## config.mk

```make
export PLATFORM = sky130hd
export DESIGN_NAME = tick_timebase
export DESIGN_NICKNAME = d
export VERILOG_FILES = /design/src/rtl/tick_timebase_pkg.sv /design/src/rtl/tick_timebase_ctrl.sv /design/src/rtl/tick_timebase_dp.sv /design/src/rtl/tick_timebase.sv
export SDC_FILE = /design/constraint.sdc
export NUM_CORES = 1
export LEC_CHECK = 0
export BUFFER_PORTS_ARGS = -buffer_cell sky130_fd_sc_hd__buf_2
export CORE_AREA = 2 2 106 108
export DETAILED_ROUTE_END_ITERATION = 10
export DIE_AREA = 0 0 108 110
export HOLD_SLACK_MARGIN = 0.12
export PLACE_DENSITY = 0.69
export SYNTH_ARGS = -nofsm -noshare
export SYNTH_HDL_FRONTEND = slang
export SYNTH_HIERARCHICAL = 1
export SYNTH_SLANG_ARGS = --single-unit
```

## constraint.sdc

```tcl
create_clock -name clk -period 3.1 [get_ports clk]
set_input_delay 0.465 -clock clk [delete_from_list [all_inputs] [get_ports clk]]
set_output_delay 0.465 -clock clk [all_outputs]
set_load 0.01 [all_outputs]
```

## src/rtl/tick_timebase_pkg.sv

```systemverilog
package tick_timebase_pkg;
  localparam int ADDR_W = 2;

  localparam logic [ADDR_W-1:0] ADDR_CTRL = 2'd0;
  localparam logic [ADDR_W-1:0] ADDR_DIV  = 2'd1;
  localparam logic [ADDR_W-1:0] ADDR_LO   = 2'd2;
  localparam logic [ADDR_W-1:0] ADDR_HI   = 2'd3;

  typedef struct packed {
    logic wrCtrl;
    logic wrDiv;
    logic loadLo;
    logic loadHi;
    logic latchShadow;
  } strobes_t;
endpackage

```

## src/rtl/tick_timebase_ctrl.sv

```systemverilog
module tick_timebase_ctrl
  import tick_timebase_pkg::*;
#(
  parameter int PRESC_W = 12,
  parameter int DATA_W  = 32
) (
  input  logic               clk,
  input  logic               rstN,
  input  logic               regWrEn,
  input  logic               regRdEn,
  input  logic [ADDR_W-1:0]  regAddr,
  input  logic [DATA_W-1:0]  regWrData,
  output strobes_t           strobes,
  output logic               enable,
  output logic [PRESC_W-1:0] divisor
);
  always_comb begin
    strobes             = '0;
    strobes.wrCtrl      = regWrEn && (regAddr == ADDR_CTRL);
    strobes.wrDiv       = regWrEn && (regAddr == ADDR_DIV);
    strobes.loadLo      = regWrEn && (regAddr == ADDR_LO);
    strobes.loadHi      = regWrEn && (regAddr == ADDR_HI);
    strobes.latchShadow = regRdEn && (regAddr == ADDR_LO);
  end

  always_ff @(posedge clk or negedge rstN) begin
    if (!rstN) begin
      enable  <= 1'b0;
      divisor <= '0;
    end else begin
      if (strobes.wrCtrl) enable  <= regWrData[0];
      if (strobes.wrDiv)  divisor <= regWrData[PRESC_W-1:0];
    end
  end

  AST_ONE_WRITE_STROBE: assert property (@(posedge clk) disable iff (!rstN)
    $onehot0({strobes.wrCtrl, strobes.wrDiv, strobes.loadLo, strobes.loadHi}));
  AST_CTRL_HOLD: assert property (@(posedge clk) disable iff (!rstN)
    !strobes.wrCtrl |=> $stable(enable));
  AST_DIV_HOLD: assert property (@(posedge clk) disable iff (!rstN)
    !strobes.wrDiv |=> $stable(divisor));
endmodule

```

## src/rtl/tick_timebase_dp.sv

```systemverilog
module tick_timebase_dp
  import tick_timebase_pkg::*;
#(
  parameter int PRESC_W = 12,
  parameter int CNT_W   = 33,
  parameter int DATA_W  = 32
) (
  input  logic               clk,
  input  logic               rstN,
  input  strobes_t           strobes,
  input  logic               enable,
  input  logic [PRESC_W-1:0] divisor,
  input  logic [DATA_W-1:0]  regWrData,
  output logic [CNT_W-1:0]   count,
  output logic [CNT_W-DATA_W-1:0] shadowHi
);
  localparam int HI_W = CNT_W - DATA_W;

  logic [PRESC_W-1:0] presc;
  logic [PRESC_W-1:0] effDiv;
  logic [PRESC_W:0]   prescNext;
  logic               step;
  logic               anyLoad;

  assign effDiv    = (divisor == '0) ? PRESC_W'(1) : divisor;
  assign prescNext = {1'b0, presc} + (PRESC_W+1)'(1);
  assign step      = enable && (prescNext >= {1'b0, effDiv});
  assign anyLoad   = strobes.loadLo || strobes.loadHi;

  always_ff @(posedge clk or negedge rstN) begin
    if (!rstN) begin
      presc <= '0;
    end else if (anyLoad) begin
      presc <= '0;
    end else if (enable) begin
      presc <= step ? '0 : prescNext[PRESC_W-1:0];
    end
  end

  always_ff @(posedge clk or negedge rstN) begin
    if (!rstN) begin
      count <= '0;
    end else if (anyLoad) begin
      if (strobes.loadLo) count[DATA_W-1:0]     <= regWrData;
      if (strobes.loadHi) count[CNT_W-1:DATA_W] <= regWrData[HI_W-1:0];
    end else if (step) begin
      count <= count + CNT_W'(1);
    end
  end

  always_ff @(posedge clk or negedge rstN) begin
    if (!rstN) shadowHi <= '0;
    else if (strobes.latchShadow) shadowHi <= count[CNT_W-1:DATA_W];
  end

  AST_FREEZE: assert property (@(posedge clk) disable iff (!rstN)
    (!enable && !anyLoad) |=> ($stable(count) && $stable(presc)));
  AST_LOAD_CLEARS_PRESC: assert property (@(posedge clk) disable iff (!rstN)
    anyLoad |=> (presc == '0));
  AST_STEP_BY_ONE: assert property (@(posedge clk) disable iff (!rstN)
    (enable && !anyLoad) |=> ((count == $past(count)) || (count == $past(count) + CNT_W'(1))));
  AST_STEP_RESTARTS: assert property (@(posedge clk) disable iff (!rstN)
    (!anyLoad && $changed(count)) |-> (presc == '0));
  AST_SHADOW_HOLD: assert property (@(posedge clk) disable iff (!rstN)
    !strobes.latchShadow |=> $stable(shadowHi));
endmodule

```

## src/rtl/tick_timebase.sv

```systemverilog
module tick_timebase
  import tick_timebase_pkg::*;
#(
  parameter int PRESC_W = 12,
  parameter int CNT_W   = 33,
  parameter int DATA_W  = 32
) (
  input  logic              clk,
  input  logic              rstN,
  input  logic              regWrEn,
  input  logic              regRdEn,
  input  logic [1:0]        regAddr,
  input  logic [DATA_W-1:0] regWrData,
  output logic [DATA_W-1:0] regRdData
);
  localparam int HI_W = CNT_W - DATA_W;

  strobes_t           strobes;
  logic               enable;
  logic [PRESC_W-1:0] divisor;
  logic [CNT_W-1:0]   count;
  logic [HI_W-1:0]    shadowHi;

  tick_timebase_ctrl #(.PRESC_W(PRESC_W), .DATA_W(DATA_W)) ctrl_i (
    .clk(clk), .rstN(rstN), .regWrEn(regWrEn), .regRdEn(regRdEn),
    .regAddr(regAddr), .regWrData(regWrData), .strobes(strobes),
    .enable(enable), .divisor(divisor)
  );

  tick_timebase_dp #(.PRESC_W(PRESC_W), .CNT_W(CNT_W), .DATA_W(DATA_W)) dp_i (
    .clk(clk), .rstN(rstN), .strobes(strobes), .enable(enable),
    .divisor(divisor), .regWrData(regWrData), .count(count), .shadowHi(shadowHi)
  );

  always_comb begin
    unique case (regAddr)
      ADDR_CTRL: regRdData = {{(DATA_W-1){1'b0}}, enable};
      ADDR_DIV:  regRdData = {{(DATA_W-PRESC_W){1'b0}}, divisor};
      ADDR_LO:   regRdData = count[DATA_W-1:0];
      default:   regRdData = {{(DATA_W-HI_W){1'b0}}, shadowHi};
    endcase
  end
endmodule

```

==> metrics.csv <==
metric;value;unit
antenna_found_initial;0;
r2r_cells;13;
placed_cells;667;
power_density;458;nW/um^2
r2r-start;dp_i/presc[0];
start_util;0.392;
crit_path_cell_trace;nand2_2 -> nor2_2 -> and3_4 -> nand3_1 -> xnor2_1 -> ha_1 -> and3_4 -> nor3b_4 -> o31a_2 -> o31ai_4 -> buf_12 -> or4_1 -> a31oi_1;
finClkSkew;0.0167;ns
root_buffer;clkbuf_8;
drc;0;
grt_setup_unrepaired;true;
utilization;0.478;
synthCells;451;
relSlewSlack;0.564;
clkSlewWorstSetupHoldPaths;0.08;ns
critPathMaxStageDelay;0.50;ns
wl;11.9;mm
grt_max_degree;33;
worst_pin_slew;0.653;ns
core;10700;sq um
final_hold_viol_count;0;
slew_viol_final;0;
cpMaxStageDelayCell;or4_1;
dieWidth;108;um
fmax;0.327;GHz
fin_crit;3.06;ns
arrival;3.33;ns
syn_area;4190;sq um
clk_latency;0.35;ns
cp_max_fo;21;
chipHeight;110;um
cts_sinks;59;
globalRouteTotalUtil;0.209;
power;2.34;mW
yosys_warnings;6;
ioPinCount;70;
dpl.hpwl;8.76;mm
post-route-period-util;0.987;
portBuffers;69;
numCtsBuffers;9;
stdcell_count;688;
rows;38;
r2r_end;dp_i/count[20];
crit_type;reg2reg;
layout-drive-gt1-share;0.314;
rrSetupSlack;0.04;ns
vias;3971;
status;completed;
drtAntennaViolNets;0;
globalplace.congestion;0.925;
syn_avg_cell_area;9.29;sq um
cp.required;3.37;ns
syn_to_final_growth;22.0;%
insertedDiodeCount;0;
fp.dieArea;11900;sq um
num-nets-final;595;
htree_levels;3;
clockBufferDepth;2;
grt_first_pass_wirelength;19.4;mm
setup.worst_path.end_class;register;
wl_per_cell;17.3;um
via_per_inst;5.77;
fin_ws;0.0413;ns
critPathLaunchType;register;
cap_violations;0;
syn_nets;503;
leakagePower;2.28;nW
min_path_type;in2async;
grt_pass1_vias;3897;
vdd_ir_drop_max;220;uV
cts_tree;built;
place_ws;-0.0547;ns
finalSetupViolCount;0;
cpMostUsedCell;and3_4;
tns;0;ns
dr.pass1.iters;5;
grt_overflow_total;0;
holdBufCountCts;0;
drtIter0Drc;273;
-- layout by cell type (no fill, tap or decap), types with 11 or more instances in the layout --
cell,n
buf_2,69
dfrtp_1,58
nor2_1,34
buf_4,30
nand2_1,28
and2_1,22
o21ai_0,20
a22o_1,18
nand3_1,18
inv_1,17
a31oi_1,15
a21oi_1,14
ha_1,13
clkbuf_8,11
nor4_1,11
nand4_1,11
-- metrics by stage --
step | area [sq um] | hold WS (ns)
2_1_floorplan | 4190 | 0.169
3_3_place_gp | 4820 | 0.499
3_5_place_dp | 4820 | 0.503
4_1_cts | 5010 | 0.155
5_1_grt | 5110 | 0.190
6_report | 5110 | 0.144
-- worst max-delay path, delay by kind of cell, from the launching register on --
| kind | cells | cell delay [ns] |
|---|---|---|
| and+or+nand+nor | 7 | 1.42 |
| buffers and inverters | 1 | 0.17 |
| DFF | 1 | 0.44 |
| adders and majority gates | 1 | 0.30 |
| xor gates and xnor gates | 1 | 0.16 |
| AOI/OAI and AO/OA | 3 | 0.49 |
-- cell type report --
| class | count | area [sq um] |
|---|---|---|
| fillers | 1044 | 5590 |
| multi-input cells | 354 | 2600 |
| flip-flops and latches | 59 | 1480 |
| repair buffers | 101 | 611 |
| well taps | 140 | 175 |
| clock buffers | 12 | 155 |
| inverters | 18 | 67.6 |
| clock inverters | 4 | 25.0 |
-- flip-flops by register name (all words and copies together) (netlist names) --
name            cells
ctrl_i/enable       1
dp_i/presc         12
dp_i/count         33
dp_i/shadowHi       1
ctrl_i/divisor     12
-- power by group --
group          total, mW  switching (mW)  internal [mW]
Sequential          1.03           0.145          0.881
Combinational      0.669           0.341          0.328
Clock              0.644           0.314          0.331
Total               2.34           0.800           1.54
-- worst max-delay path by stage --
stage | startpoint | end | slack [ns] | cells after the start
detailed placement | dp_i/presc[0] | dp_i/count[11] | -0.05 | 13
CTS | dp_i/presc[0] | dp_i/count[11] | -0.003 | 13
global route | dp_i/presc[0] | dp_i/count[19] | -0.1 | 14
floorplan | dp_i/presc[2] | dp_i/count[22] | 0.02 | 14
global placement | dp_i/presc[0] | dp_i/count[2] | 0.03 | 13
finish | dp_i/presc[0] | dp_i/count[20] | 0.04 | 13
-- layer usage --
metal / share of wire / track usage
met4: 0.021 / 0.0742
met3: 0.051 / 0.0400
met5: 0 / 0
met2: 0.49 / 0.347
met1: 0.44 / 0.274
-- timing repair --
action                     4_1_cts  5_1_grt
gates resized for setup          2       16
cloned                           0        0
setup endpoints to repair        5       36
setup buffers                    1        4
pin swaps                        1        8
No activity file was read; power rests on OpenSTA's default activity.
